`src/rtl/bpel_pkg.sv`:
```
package bpel_pkg;
  // Per-half status layout: kind*2 is the error bit, kind*2+1 the missed bit
  localparam int KIND_CA   = 0;
  localparam int KIND_RD   = 1;
  localparam int KIND_WR   = 2;
  localparam int NKIND     = 3;
  localparam int PER_HALF  = 2 * NKIND;
  localparam int ST_NACK_CA = 2 * PER_HALF;
  localparam int ST_NACK_WD = ST_NACK_CA + 1;
  localparam int ST_RETRY   = ST_NACK_WD + 1;
  localparam int ST_W       = ST_RETRY + 1;

  function automatic int err_bit(input int h, input int kind);
    return h * PER_HALF + kind * 2;
  endfunction

  function automatic int miss_bit(input int h, input int kind);
    return h * PER_HALF + kind * 2 + 1;
  endfunction

  // Sticky write-one-to-clear update; a new event wins over a clear
  function automatic logic w1c(input logic cur, input logic set, input logic clr);
    return set | (cur & ~clr);
  endfunction
endpackage

```
`src/rtl/bpel_sticky.sv`:
```
module bpel_sticky #(
  parameter int N = 1
) (
  input  logic         clk,
  input  logic         rst_n,
  input  logic [N-1:0] set,
  input  logic [N-1:0] clr,
  output logic [N-1:0] q
);
  always_ff @(posedge clk or negedge rst_n) begin
    if (!rst_n) begin
      q <= '0;
    end else begin
      for (int i = 0; i < N; i++) begin
        q[i] <= bpel_pkg::w1c(q[i], set[i], clr[i]);
      end
    end
  end
endmodule

```
`src/rtl/bpel_flags.sv`:
```
module bpel_flags #(
  parameter int N = 4
) (
  input  logic         clk,
  input  logic         rst_n,
  input  logic [N-1:0] set,
  input  logic [N-1:0] hold,
  output logic [N-1:0] flags
);
  always_ff @(posedge clk or negedge rst_n) begin
    if (!rst_n) flags <= '0;
    else        flags <= set | (flags & hold);
  end
endmodule

```
`src/rtl/bpel_half.sv`:
```
module bpel_half #(
  parameter int CMD_W  = 4,
  parameter int ADDR_W = 32
) (
  input  logic              clk,
  input  logic              rst_n,
  input  logic [2:0]        hit,       // {wr, rd, ca}
  input  logic              ext_hit,   // no-ack capture request
  input  logic              ext_busy,  // no-ack bits hold this half
  input  logic [CMD_W-1:0]  ca_cmd,
  input  logic [ADDR_W-1:0] ca_addr,
  input  logic [CMD_W-1:0]  tx_cmd,
  input  logic [ADDR_W-1:0] tx_addr,
  input  logic [CMD_W-1:0]  ext_cmd,
  input  logic [2:0]        clr_err,
  input  logic [2:0]        clr_miss,
  output logic [2:0]        err,
  output logic [2:0]        miss,
  output logic              busy,
  output logic [CMD_W-1:0]  cap_cmd,
  output logic [ADDR_W-1:0] cap_addr
);
  logic       free;
  logic [2:0] take;
  logic [2:0] lost;
  logic       take_ext;

  // Fixed priority: C/A, then read, then write, then no-ack
  function automatic logic [2:0] grant(input logic [2:0] req, input logic ok);
    logic [2:0] g;
    g[0] = ok & req[0];
    g[1] = ok & req[1] & ~req[0];
    g[2] = ok & req[2] & ~req[1] & ~req[0];
    return g;
  endfunction

  assign busy     = (|err) | ext_busy;
  assign free     = ~busy;
  assign take     = grant(hit, free);
  assign lost     = hit & ~take;
  assign take_ext = ext_hit & free & ~(|hit);

  always_ff @(posedge clk or negedge rst_n) begin
    if (!rst_n) begin
      err  <= '0;
      miss <= '0;
    end else begin
      for (int k = 0; k < 3; k++) begin
        err[k]  <= bpel_pkg::w1c(err[k],  hit[k],  clr_err[k]);
        miss[k] <= bpel_pkg::w1c(miss[k], lost[k], clr_miss[k]);
      end
    end
  end

  always_ff @(posedge clk or negedge rst_n) begin
    if (!rst_n) begin
      cap_cmd  <= '0;
      cap_addr <= '0;
    end else if (take[0]) begin
      cap_cmd  <= ca_cmd;
      cap_addr <= ca_addr;
    end else if (take[1] | take[2]) begin
      cap_cmd  <= tx_cmd;
      cap_addr <= tx_addr;
    end else if (take_ext) begin
      cap_cmd  <= ext_cmd;
      cap_addr <= tx_addr;
    end
  end
endmodule

```
`src/rtl/bpel_logger.sv`:
```
module bpel_logger #(
  parameter int ADDR_W = 32,
  parameter int CMD_W  = 4,
  parameter int LW     = 4,
  parameter int NBEAT  = 2,
  localparam int BEAT_W = (NBEAT > 1) ? $clog2(NBEAT) : 1,
  localparam int DLW    = LW * NBEAT,
  localparam int ST_W   = bpel_pkg::ST_W
) (
  input  logic              clk,
  input  logic              rst_n,
  input  logic              ca_valid,
  input  logic [CMD_W-1:0]  ca_cmd,
  input  logic [ADDR_W-1:0] ca_addr,
  input  logic [LW-1:0]     ca_perr,
  input  logic              d_valid,
  input  logic [BEAT_W-1:0] d_beat,
  input  logic [LW-1:0]     d_perr,
  input  logic              d_is_rd,
  input  logic              d_is_fill,
  input  logic              nack_ca,
  input  logic              nack_wd,
  input  logic              retry_seen,
  input  logic              retry_en,
  input  logic              csr_we,
  input  logic [ST_W-1:0]   csr_wdata,
  output logic [ST_W-1:0]   status,
  output logic [LW-1:0]     ca_lw_flag,
  output logic [DLW-1:0]    d_lw_flag,
  output logic [CMD_W-1:0]  cap_lo_cmd,
  output logic [ADDR_W-1:0] cap_lo_addr,
  output logic [CMD_W-1:0]  cap_hi_cmd,
  output logic [ADDR_W-1:0] cap_hi_addr,
  output logic              hard_err_ack
);
  import bpel_pkg::*;

  // OR of the lanes that belong to half h (h=0 even, h=1 odd)
  function automatic logic half_any(input logic [LW-1:0] v, input int h);
    logic r;
    r = 1'b0;
    for (int i = 0; i < LW; i++) begin
      if ((i % 2) == h) r = r | v[i];
    end
    return r;
  endfunction

  // Named internal events
  logic [ST_W-1:0]   clr;
  logic [CMD_W-1:0]  tx_cmd;
  logic [ADDR_W-1:0] tx_addr;
  logic [1:0]        hit_ca, hit_rd, hit_wr, ext_hit_h, ext_busy_h, busy_h;
  logic [2:0]        err_h  [2];
  logic [2:0]        miss_h [2];
  logic [2:0]        clr_err_h  [2];
  logic [2:0]        clr_miss_h [2];
  logic [CMD_W-1:0]  cap_cmd_h  [2];
  logic [ADDR_W-1:0] cap_addr_h [2];
  logic [CMD_W-1:0]  ext_cmd;
  logic [1:0]        nack_q;
  logic              retry_q;
  logic              retry_bad;
  logic              data_logged;

  assign clr         = csr_we ? csr_wdata : '0;
  assign retry_bad   = retry_seen & ~retry_en;
  assign data_logged = d_valid & (d_is_rd | d_is_fill);
  assign ext_cmd     = nack_ca ? '0 : tx_cmd;
  assign ext_hit_h   = {1'b0, nack_ca | nack_wd};
  assign ext_busy_h  = {1'b0, |nack_q};

  // Command/address of the transaction whose data follows
  always_ff @(posedge clk or negedge rst_n) begin
    if (!rst_n) begin
      tx_cmd  <= '0;
      tx_addr <= '0;
    end else if (ca_valid) begin
      tx_cmd  <= ca_cmd;
      tx_addr <= ca_addr;
    end
  end

  for (genvar h = 0; h < 2; h++) begin : g_half
    assign hit_ca[h] = ca_valid & half_any(ca_perr, h);
    assign hit_rd[h] = d_valid & d_is_rd   & half_any(d_perr, h);
    assign hit_wr[h] = d_valid & d_is_fill & half_any(d_perr, h);
    for (genvar k = 0; k < NKIND; k++) begin : g_kind
      assign clr_err_h[h][k]  = clr[err_bit(h, k)];
      assign clr_miss_h[h][k] = clr[miss_bit(h, k)];
    end
    bpel_half #(.CMD_W(CMD_W), .ADDR_W(ADDR_W)) u_half (
      .clk      (clk),
      .rst_n    (rst_n),
      .hit      ({hit_wr[h], hit_rd[h], hit_ca[h]}),
      .ext_hit  (ext_hit_h[h]),
      .ext_busy (ext_busy_h[h]),
      .ca_cmd   (ca_cmd),
      .ca_addr  (ca_addr),
      .tx_cmd   (tx_cmd),
      .tx_addr  (tx_addr),
      .ext_cmd  (ext_cmd),
      .clr_err  (clr_err_h[h]),
      .clr_miss (clr_miss_h[h]),
      .err      (err_h[h]),
      .miss     (miss_h[h]),
      .busy     (busy_h[h]),
      .cap_cmd  (cap_cmd_h[h]),
      .cap_addr (cap_addr_h[h])
    );
  end

  assign cap_lo_cmd  = cap_cmd_h[0];
  assign cap_lo_addr = cap_addr_h[0];
  assign cap_hi_cmd  = cap_cmd_h[1];
  assign cap_hi_addr = cap_addr_h[1];

  // Per-longword indicators
  logic [LW-1:0]  ca_set, ca_hold;
  logic [DLW-1:0] d_set, d_hold;

  for (genvar i = 0; i < LW; i++) begin : g_ca_lane
    assign ca_set[i]  = ca_valid & ca_perr[i];
    assign ca_hold[i] = err_h[i % 2][KIND_CA] & ~clr[err_bit(i % 2, KIND_CA)];
  end

  for (genvar b = 0; b < NBEAT; b++) begin : g_beat
    for (genvar j = 0; j < LW; j++) begin : g_lane
      assign d_set[b*LW + j]  = data_logged & (d_beat == BEAT_W'(b)) & d_perr[j];
      assign d_hold[b*LW + j] =
          (err_h[j % 2][KIND_RD] & ~clr[err_bit(j % 2, KIND_RD)]) |
          (err_h[j % 2][KIND_WR] & ~clr[err_bit(j % 2, KIND_WR)]);
    end
  end

  bpel_flags #(.N(LW)) u_ca_flags (
    .clk (clk), .rst_n (rst_n), .set (ca_set), .hold (ca_hold), .flags (ca_lw_flag)
  );

  bpel_flags #(.N(DLW)) u_d_flags (
    .clk (clk), .rst_n (rst_n), .set (d_set), .hold (d_hold), .flags (d_lw_flag)
  );

  bpel_sticky #(.N(2)) u_nack (
    .clk   (clk),
    .rst_n (rst_n),
    .set   ({nack_wd, nack_ca}),
    .clr   (clr[ST_NACK_WD:ST_NACK_CA]),
    .q     (nack_q)
  );

  bpel_sticky #(.N(1)) u_retry (
    .clk   (clk),
    .rst_n (rst_n),
    .set   (retry_bad),
    .clr   (clr[ST_RETRY]),
    .q     (retry_q)
  );

  always_ff @(posedge clk or negedge rst_n) begin
    if (!rst_n) hard_err_ack <= 1'b0;
    else        hard_err_ack <= retry_bad;
  end

  always_comb begin
    status = '0;
    for (int h = 0; h < 2; h++) begin
      for (int k = 0; k < NKIND; k++) begin
        status[err_bit(h, k)]  = err_h[h][k];
        status[miss_bit(h, k)] = miss_h[h][k];
      end
    end
    status[ST_NACK_CA] = nack_q[0];
    status[ST_NACK_WD] = nack_q[1];
    status[ST_RETRY]   = retry_q;
  end
endmodule

```
`config.mk`:
```
export PLATFORM = sky130hd
export DESIGN_NAME = bpel_logger
export DESIGN_NICKNAME = d
export VERILOG_FILES = /design/src/rtl/bpel_pkg.sv /design/src/rtl/bpel_sticky.sv /design/src/rtl/bpel_flags.sv /design/src/rtl/bpel_half.sv /design/src/rtl/bpel_logger.sv
export SDC_FILE = /design/constraint.sdc
export NUM_CORES = 1
export LEC_CHECK = 0
export BUFFER_PORTS_ARGS = -buffer_cell sky130_fd_sc_hd__buf_2
export CAP_MARGIN = 20
export CORE_UTILIZATION = 52
export CTS_CLUSTER_DIAMETER = 40
export CTS_CLUSTER_SIZE = 28
export DETAILED_ROUTE_END_ITERATION = 7
export HOLD_SLACK_MARGIN = 0.03
export PLACE_DENSITY_LB_ADDON = 0.05
export SLEW_MARGIN = 30
export SYNTH_ARGS = -nofsm -noshare
export SYNTH_HDL_FRONTEND = slang
export SYNTH_SLANG_ARGS = --single-unit
export TNS_END_PERCENT = 10
```
`constraint.sdc`:
```
create_clock -name clk -period 3.1 [get_ports clk]
set_input_delay 0.62 -clock clk [delete_from_list [all_inputs] [get_ports clk]]
set_output_delay 0.62 -clock clk [all_outputs]
set_load 0.05 [all_outputs]
```
==> summary.md, run 1 <==
| Metric | Value |
|---|---|
| Ys flop type | dfrtp_1 |
| Fin crit share | 81.1% |
| Total track usage | 24.4% |
| # rows | 38 |
| Pwr Total | 0.00700 W |
| Final Util | 70.3% |
| Sw Pwr | 0.00258 W |
| Root Driver | clkbuf_16 |
| Post-DR wirelength/cell | 17.3 um |
| Nets | 707 |
| Combinational Power Share | 31.1% |
| Post-route design area | 7790 um^2 |
| Post-CTS Resized | 0 |
| Slew HR | 39.3% |
| DP Area | 7070 um^2 |
| Hold Fails Final Rpt | 0 |
| Gr ovfl total | 0 |
| CTS Buf Count | 17 |
| Top cell type's share of synthesized area | 56.4% |
| Asr flop ratio synth | 100% |
| Pin count of the biggest net entering global routing | 82 |
| CP startpoint kind | flop |
| I/O pins | 171 |
| CORE AREA | 11,100 um^2 |
| Max_cap viols | 0 |
| Post-synth EDFFs | 0 |
| Post-synth top area cell | dfrtp_1 |
| Layout cell share with drive strength beyond 1 | 49.5% |
| Commonest non-fill, non-tap cell in the layout | buf_2 |
| Commonest cells after routing, fill and taps aside | 169 x buf_2, 136 x dfrtp_1, 78 x mux2_2 |
| Final worst path period need | 2510 ps |
| Die area | 12,000 um^2 |
| RSZ-0062 raised after global routing | no |
| DP Cell Count | 757 |
| Netlist cell types | 36 |
| Clock-pin slew on the worst setup and hold paths | 60 ps |
| Yosys reg bits | 136 |
| CTS tree | yes |
| Clock tree buffer depth | 2 |
| Initial DRT Pass Iterations | 4 |
| N_diodes | 0 |
| Vias/cell | 5.45 |
| Synthesized area per cell | 13.1 um^2 |
| Internal power | 0.00442 W |
| Final Non-Filler Cells | 789 |
| Die W | 110 um |
| Port Buffers | 170 |
| Area grow syn2layout | 29.2% |
| Area contributors post-synth | dfrtp_1 56%, mux2_2 15%, mux2_4 6.5%, mux2i_1 6.0%, a21oi_1 3.1% |
| Final setup viols | 0 |
| CP required | 3400 ps |
| Worst vdd ir | 0.000648 V |
| Status | finished, final reports clean |
| Die height | 110 um |
| First-pass GRT wire length | 21,800 um |
| Initial antenna violation count | 0 |
| Post-route setup TNS | 0 ps |
| Gate Count Post-Synth | 462 |
| Sequential share of the synthesized area | 56.4% |
| H-tree Lvls | 4 |
| Max Clock Skew | 5.32 ps |
| GP Congestion | 0.807 |
| Vias | 4,298 |
| Hold buffer count at cts | 0 |
| Reg2reg start | g_half[0].u_half.err[1] |
| HPWL Detailed | 9000 um |
| Final Slew Violations | 0 |
| Starting Density | 54.4% |
| PD cells | 898 nW/um^2 |
| Worst-skew pair later-pin latency | 420 ps |
| Pleak | 3.82 nW |
| Clock share of power | 35.2% |
| Number of global-route vias before repair | 4,334 |
| Kind of critical path | reg -> reg |
| Crit-path max FO | 36 |
| Setup crit start | g_half[0].u_half.err[1] |
| Setup Buffers After CTS | 0 |
| CTS sink cnt | 136 |
| Post-synthesis net count | 533 |
| Post-DRT Antenna Nets | 0 |
| Routed WL | 13,700 um |
| Initial DRC count | 212 |
| WP data arrival | 2810 ps |
| Fmax | 0.398 GHz |
| Net Sw Frac | 36.8% |
| Worst setup EP type | flop |
| Worst min-delay path category | in -> async |
| Worst-Margin Slew | 899 ps |
| Synth Cell Area | 6030 um^2 |
| Ys Warns | 0 |
| Sequential Power Share | 33.8% |
| DRC Markers | 0 |
[worst paths after layout]
check                      slack, ps  depth (start not counted)                      endpoint
min in group clk                 370                          2                  hard_err_ack
max                              590                          5  g_half[0].u_half.cap_addr[6]
max in group asynchronous       2020                          2  g_half[1].u_half.cap_addr[7]
min                              230                          1      g_half[1].u_half.miss[2]
max reg2reg                      590                          5  g_half[0].u_half.cap_addr[6]
min reg2reg                      470                          1      g_half[0].u_half.miss[1]
[logic make-up (layout without fill, tap and decap cells)]
logic type	Yosys count	in the layout	share of synthesized area [%]
muxes	140	140	27.0
buffers and inverters	28	215	2.55
and+or+nand+nor	80	80	5.56
DFF	136	136	56.4
AOI/OAI and AO/OA	78	78	8.44
[sequential cells by signal, summed over array words and instances, names as in the netlist]
signal and count:
tx_cmd 4, g_half.u_half.cap_addr 64, u_d_flags.flags 8, u_ca_flags.flags 4, tx_addr 32, g_half.u_half.miss 6, g_half.u_half.err 6, u_retry.q 1
u_nack.q 2, hard_err_ack 1, g_half.u_half.cap_cmd 8
[layer usage]
metal,GRT usage (%),up-vias,wire (um)
met3,6.76,21,792
met1,30.5,2147,5750
met2,40.2,124,6890
li1,-,2006,-
met5,0,-,0
met4,9.62,0,249
[power by group through the flow]
stage | clock, W | sequential (W) | combinational (W)
floorplan | 0 | 0.00351 | 0.000479
detailed placement | 0 | 0.00239 | 0.00219
finish | 0.00246 | 0.00236 | 0.00218
global placement | 0 | 0.00237 | 0.00216
CTS | 0.00250 | 0.00236 | 0.00220
global route | 0.00258 | 0.00241 | 0.00229
[area by class of cell]
class	count	area (um^2)
sequential	136	3400
fill	821	3290
multi-input combinational	298	2510
timing repair buffer	180	970
clock buffer	19	453
clock inverter	13	272
tap	140	175
inverter	3	11.3
[worst max-delay path: stages, from the launching register on]
cell	delay, ps
dfrtp_1	420
or4_4	560
or3_2	420
buf_4	340
mux2_4	370
mux2_2	260
[per-stage QoR]
stage / worst slack (ps) / hold slack, ps
6_report: 585 / 231
5_1_grt: 514 / 294
4_1_cts: 594 / 255
3_5_place_dp: 535 / 460
3_3_place_gp: 527 / 458
2_1_floorplan: 638 / 324
[synthesized netlist by cell type, drive strengths merged, types with 2 or more instances]
cell	n
inv	3
o221ai	2
a22o	12
a21o	5
o211ai	2
a21boi	2
dfrtp	136
a32o	4
nand2b	3
mux2i	36
nand2	25
o41ai	2
mux2	104
nor2	44
o21ai	8
clkbuf	14
or3	2
a21oi	37
buf	11
No activity file was read; power rests on OpenSTA's default activity.
==> run 2, diff against run 1 <==
==> constraint.sdc (replaced) <==
create_clock -name clk -period 2.47 [get_ports clk]
set_input_delay 0.494 -clock clk [delete_from_list [all_inputs] [get_ports clk]]
set_output_delay 0.494 -clock clk [all_outputs]
set_load 0.05 [all_outputs]
==> run 2 against run 1 <==
Against the previous run: clock skew rose by 1.5 ps; die area unchanged; combinational power grew 26%; global-route usage hardly changed; count of clock-buffer cells in the layout is 6 higher; setup slack worse by 500 ps; via count rose by 0.95%; sequential power up 25%; non-clock buffer count up 5; total power grew 13%; core utilization is 1.3 points lower.
==> summary.md, run 2 (synthesis gave the netlist of run 1 again) <==
| Metric | Value |
|---|---|
| Root Driver | clkbuf_16 (unchanged) |
| Area grow syn2layout | 26.8% (was 29.2%) |
| WP data arrival | 2670 ps (was 2810 ps) |
| Reg2reg end | g_half[0].u_half.cap_addr[26] (was g_half[0].u_half.cap_addr[6]) |
| Reg2reg start | g_half[0].u_half.err[1] (unchanged) |
| Worst-Margin Slew | 858 ps (was 899 ps) |
| Max FFs per register | 64 (unchanged) |
| First-pass GRT wire length | 21,800 um (about the same) |
| Post-CTS Resized | 0 (unchanged) |
| Nets | 712 (was 707) |
| Final worst path period need | 2380 ps (was 2510 ps) |
| Port Buffers | 170 (unchanged) |
| GP Congestion | 0.859 (was 0.807) |
| Pin count of the biggest net entering global routing | 73 (was 82) |
| CTS sink cnt | 136 (unchanged) |
| Commonest non-fill, non-tap cell in the layout | buf_2 (unchanged) |
| Worst min-delay path category | in -> async (unchanged) |
| CP required | 2760 ps (was 3400 ps) |
| Final setup viols | 0 (unchanged) |
| Max_cap viols | 0 (unchanged) |
| Crit-path max FO | 13 (was 36) |
| Storage cell area | 3400 um^2 (unchanged) |
| # rows | 38 (unchanged) |
| RSZ-0062 raised after global routing | no (unchanged) |
| Kind of critical path | reg -> reg (unchanged) |
| Worst vdd ir | 0.000702 V (was 0.000648 V) |
| Final Util | 69.0% (was 70.3%) |
| Initial antenna violation count | 1 (was 0) |
| Initial DRT Pass Iterations | 4 (unchanged) |
| Die W | 110 um (unchanged) |
| DP Cell Count | 762 (was 757) |
| HPWL Detailed | 9300 um (was 9000 um) |
| Largest regs | g_half.u_half.cap_addr x64, tx_addr x32 (unchanged) |
| CORE AREA | 11,100 um^2 (unchanged) |
| Routed WL | 13,800 um (was 13,700 um) |
| Fin crit share | 96.4% (was 81.1%) |
| Worst reg-to-reg setup slack | 90 ps (was 590 ps) |
| Vias/cell | 5.48 (was 5.45) |
| Slew HR | 42.0% (was 39.3%) |
| CTS Buf Count | 17 (unchanged) |
| H-tree Lvls | 4 (unchanged) |
| Vias | 4,339 (was 4,298) |
| Post-DR wirelength/cell | 17.5 um (was 17.3 um) |
| CTS tree | yes (unchanged) |
| Starting Density | 54.4% (unchanged) |
| Hold Fails Final Rpt | 0 (unchanged) |
| Commonest cells after routing, fill and taps aside | 169 x buf_2, 136 x dfrtp_1, 78 x mux2_2 (unchanged) |
| Hold buffer count at cts | 0 (unchanged) |
| Hold_ws | 45.7 ps (was 231 ps) |
| Final Non-Filler Cells | 792 (was 789) |
| Max Clock Skew | 6.84 ps (was 5.32 ps) |
| PD cells | 1040 nW/um^2 (was 898 nW/um^2) |
| Clock-pin slew on the worst setup and hold paths | 50 ps (was 60 ps) |
| CP startpoint kind | flop (unchanged) |
| Final-layout fill cell count | 852 (was 821) |
| DRC Markers | 0 (unchanged) |
| Multi-input logic area | 2510 um^2 (unchanged) |
| I/O pins | 171 (unchanged) |
| Pleak | 3.75 nW (was 3.82 nW) |
| Final Slew Violations | 0 (unchanged) |
| Post-DRT Antenna Nets | 0 (unchanged) |
| Number of global-route vias before repair | 4,378 (was 4,334) |
| Die height | 110 um (unchanged) |
| Clock tree buffer depth | 2 (unchanged) |
| Setup Buffers After CTS | 0 (unchanged) |
| Worst-skew pair later-pin latency | 420 ps (about the same) |
| Reg2Reg Depth | 5 (unchanged) |
| Status | finished, final reports clean (unchanged) |
| Die area | 12,000 um^2 (unchanged) |
| Initial DRC count | 189 (was 212) |
| Post-route setup TNS | 0 ps (unchanged) |
| Fmax | 0.420 GHz (was 0.398 GHz) |
| Most flops, register | g_half.u_half.cap_addr (unchanged) |
| Worst setup EP type | flop (unchanged) |
| Layout cell share with drive strength beyond 1 | 49.0% (was 49.5%) |
| Total track usage | 24.3% (was 24.4%) |
| Gr ovfl total | 0 (unchanged) |
==> run 2: worst max path at each step <==
| stage | startpoint | slack [ps] | cells past startpoint | end |
|---|---|---|---|---|
| after CTS | g_half[0].u_half.err[1] | 90 | 5 | g_half[0].u_half.cap_addr[26] |
| after detailed placement | g_half[0].u_half.err[1] | 110 | 5 | g_half[0].u_half.cap_addr[31] |
| after global routing | g_half[0].u_half.err[1] | 50 | 5 | g_half[0].u_half.cap_addr[24] |
| final | g_half[0].u_half.err[1] | 90 | 5 | g_half[0].u_half.cap_addr[26] |
| after floorplan | g_half[0].u_half.err[1] | 8 | 6 | g_half[0].u_half.cap_addr[10] |
| after global placement | g_half[0].u_half.err[1] | 130 | 5 | g_half[0].u_half.cap_addr[27] |
==> run 2: area by class of cell <==
cell class                      count  area share [%]
Tap cell                          140            2.29
Sequential cell                   136            44.5
Multi-Input combinational cell    298            32.8
Clock inverter                      4           0.262
Timing Repair Buffer              185            13.5
Inverter                            3           0.147
Antenna cell                        1          0.0327
Clock buffer                       25            6.48
==> run 2: per-layer routing <==
layer	vias up	GRT usage (%)	part of all wire [%]
met1	2148	30.1	42
met4	0	11.3	2.5
met2	142	40.0	50
met5	-	0	0
met3	29	6.34	5.7
li1	2020	-	-
==> run 2: critical path, stage by stage, from the launching register on <==
cell	delay (ps)
dfrtp_1	400
or4_4	560
or3_2	480
buf_4	240
mux2_4	310
mux2_2	260
==> run 2: stage by stage <==
stage / area, um^2 / worst slack, ps / total power [W]
floorplan: 6030 / 8.41 / 0.00500
global placement: 7130 / 134 / 0.00569
detailed placement: 7130 / 109 / 0.00575
CTS: 7640 / 91.2 / 0.00800
global route: 7650 / 45.4 / 0.00829
finish: 7650 / 90.1 / 0.00793
==> run 2: power breakdown <==
part / internal [W] / switching [W] / leakage (nW)
registers: 0.00269 / 0.000266 / 1.64
clock network: 0.00136 / 0.000870 / 0.259
logic: 0.000719 / 0.00202 / 1.85
total: 0.00478 / 0.00316 / 3.75
==> run 3, diff against run 2 <==
--- a/config.mk
+++ b/config.mk
@@ -12,6 +12,7 @@
 export CTS_CLUSTER_SIZE = 28
 export DETAILED_ROUTE_END_ITERATION = 7
 export HOLD_SLACK_MARGIN = 0.03
+export MAX_ROUTING_LAYER = met4
 export PLACE_DENSITY_LB_ADDON = 0.05
 export SLEW_MARGIN = 30
 export SYNTH_ARGS = -nofsm -noshare
==> run 3 against run 2 <==
Against the previous run: global-route usage up 0.74 points; largest cell class unchanged; non-clock buffer count unchanged; core utilization unchanged; flip-flop and latch count unchanged; clock skew about the same; hold slack better by 6.5 ps; total power about the same; sequential power about the same; critical endpoint unchanged; final area unchanged; die area unchanged; first-iteration DRC count up 19%.
==> summary.md, run 3 (synthesis gave the netlist of run 1 again) <==
| Metric | Value |
|---|---|
| CP startpoint kind | flop (unchanged) |
| Gr ovfl total | 0 (unchanged) |
| GP Congestion | 0.873 (was 0.859) |
| Reg2reg start | g_half[0].u_half.err[1] (unchanged) |
| Total track usage | 25.1% (was 24.3%) |
| Post-DR wirelength/cell | 17.5 um (about the same) |
| Initial DRC count | 225 (was 189) |
| WP data arrival | 2670 ps (about the same) |
| Status | finished, final reports clean (unchanged) |
| Setup Buffers After CTS | 0 (unchanged) |
| Max FFs per register | 64 (unchanged) |
| Pin count of the biggest net entering global routing | 73 (unchanged) |
| Starting Density | 54.4% (unchanged) |
| Post-CTS Resized | 0 (unchanged) |
| Die W | 110 um (unchanged) |
| Clock tree buffer depth | 2 (unchanged) |
| Max_cap viols | 0 (unchanged) |
| Final-layout fill cell count | 852 (unchanged) |
| # rows | 38 (unchanged) |
| Initial antenna violation count | 1 (unchanged) |
| Final Slew Violations | 0 (unchanged) |
| Area grow syn2layout | 26.8% (unchanged) |
| Storage cell area | 3400 um^2 (unchanged) |
| Root Driver | clkbuf_16 (unchanged) |
| CORE AREA | 11,100 um^2 (unchanged) |
| CTS sink cnt | 136 (unchanged) |
| Final setup viols | 0 (unchanged) |
| Hold Fails Final Rpt | 0 (unchanged) |
| Die height | 110 um (unchanged) |
| CP required | 2760 ps (about the same) |
| Initial DRT Pass Iterations | 4 (unchanged) |
| CTS Buf Count | 17 (unchanged) |
| I/O pins | 171 (unchanged) |
| First-pass GRT wire length | 21,800 um (about the same) |
| DP Cell Count | 762 (unchanged) |
| DRC Markers | 0 (unchanged) |
| H-tree Lvls | 4 (unchanged) |
| Most flops, register | g_half.u_half.cap_addr (unchanged) |
| Fmax | 0.420 GHz (about the same) |
| RSZ-0062 raised after global routing | no (unchanged) |
| CTS tree | yes (unchanged) |
| Commonest non-fill, non-tap cell in the layout | buf_2 (unchanged) |
| Final Non-Filler Cells | 792 (unchanged) |
| Max Clock Skew | 7.26 ps (was 6.84 ps) |
| Hold buffer count at cts | 0 (unchanged) |
| Vias/cell | 5.42 (was 5.48) |
| Post-DRT Antenna Nets | 0 (unchanged) |
| Worst setup EP type | flop (unchanged) |
| Crit-path max FO | 13 (unchanged) |
| Layout cell share with drive strength beyond 1 | 49.0% (unchanged) |
| Vias | 4,292 (was 4,339) |
| Slew HR | 38.7% (was 42.0%) |
| Commonest cells after routing, fill and taps aside | 169 x buf_2, 136 x dfrtp_1, 78 x mux2_2 (unchanged) |
| Final worst path period need | 2380 ps (about the same) |
| Routed WL | 13,800 um (about the same) |
| Worst-Margin Slew | 908 ps (was 858 ps) |
| Number of global-route vias before repair | 4,372 (was 4,378) |
| Worst-skew pair later-pin latency | 410 ps (was 420 ps) |
| Post-route setup TNS | 0 ps (unchanged) |
| Port Buffers | 170 (unchanged) |
| Nets | 712 (unchanged) |
| Worst vdd ir | 0.000703 V (was 0.000702 V) |
| Multi-input logic area | 2510 um^2 (unchanged) |
| Kind of critical path | reg -> reg (unchanged) |
| Clock-pin slew on the worst setup and hold paths | 50 ps (about the same) |
| Worst min-delay path category | in -> async (unchanged) |
| PD cells | 1040 nW/um^2 (about the same) |
| Largest regs | g_half.u_half.cap_addr x64, tx_addr x32 (unchanged) |
| Die area | 12,000 um^2 (unchanged) |
| HPWL Detailed | 9300 um (unchanged) |
| Final Util | 69.0% (unchanged) |
| Pleak | 3.75 nW (unchanged) |
| Fin crit share | 96.4% (about the same) |
| Setup crit start | g_half[0].u_half.err[1] (unchanged) |
[run 3: cell counts in the layout (fill, tap and decap cells not counted)]
No cell type changed its count.
[run 3: layout make-up]
type	instances	area share (%)
clock buffers	25	6.48
clock inverters	4	0.262
well taps	140	2.29
diodes	1	0.0327
inverters	3	0.147
repair buffers	185	13.5
multi-input cells	298	32.8
flip-flops and latches	136	44.5
[run 3: worst paths after layout]
check / end / slack, ps / depth (start not counted)
max in group asynchronous: g_half[1].u_half.cap_addr[27] / 1760 / 2
worst min-delay path: g_half[1].u_half.miss[2] / 50 / 1
worst max-delay path: g_half[0].u_half.cap_addr[26] / 90 / 5
worst min register to register: g_half[0].u_half.miss[1] / 470 / 1
min in group clk: hard_err_ack / 240 / 2
worst max register to register: g_half[0].u_half.cap_addr[26] / 90 / 5
[run 3: routing by layer]
metal,GRT usage [%],share of wire [%],vias up
met4,11.3,2.3,0
met5,-,0,-
met1,30.3,42,2112
met3,5.99,5.8,28
li1,-,-,2015
met2,40.1,50,137
[run 3: report_power, final]
part	switching, W	internal, W	leakage (nW)
Sequential	0.000266	0.00269	1.64
Combinational	0.00202	0.000719	1.85
Clock	0.000870	0.00136	0.259
Total	0.00316	0.00478	3.75
[run 3: worst max-delay path, stage by stage (launching register included)]
cell and delay [ps]:
dfrtp_1 400, or4_4 560, or3_2 480, buf_4 240
mux2_4 310, mux2_2 260
[run 3: through the flow]
step | hold slack, ps | cell area, um^2 | setup slack, ps | total power (W)
2_1_floorplan | 198 | 6030 | 8.41 | 0.00500
3_3_place_gp | 457 | 7130 | 134 | 0.00569
3_5_place_dp | 462 | 7130 | 109 | 0.00575
4_1_cts | 85.3 | 7640 | 91.2 | 0.00800
5_1_grt | 119 | 7650 | 45.4 | 0.00830
6_report | 52.2 | 7650 | 89.9 | 0.00793
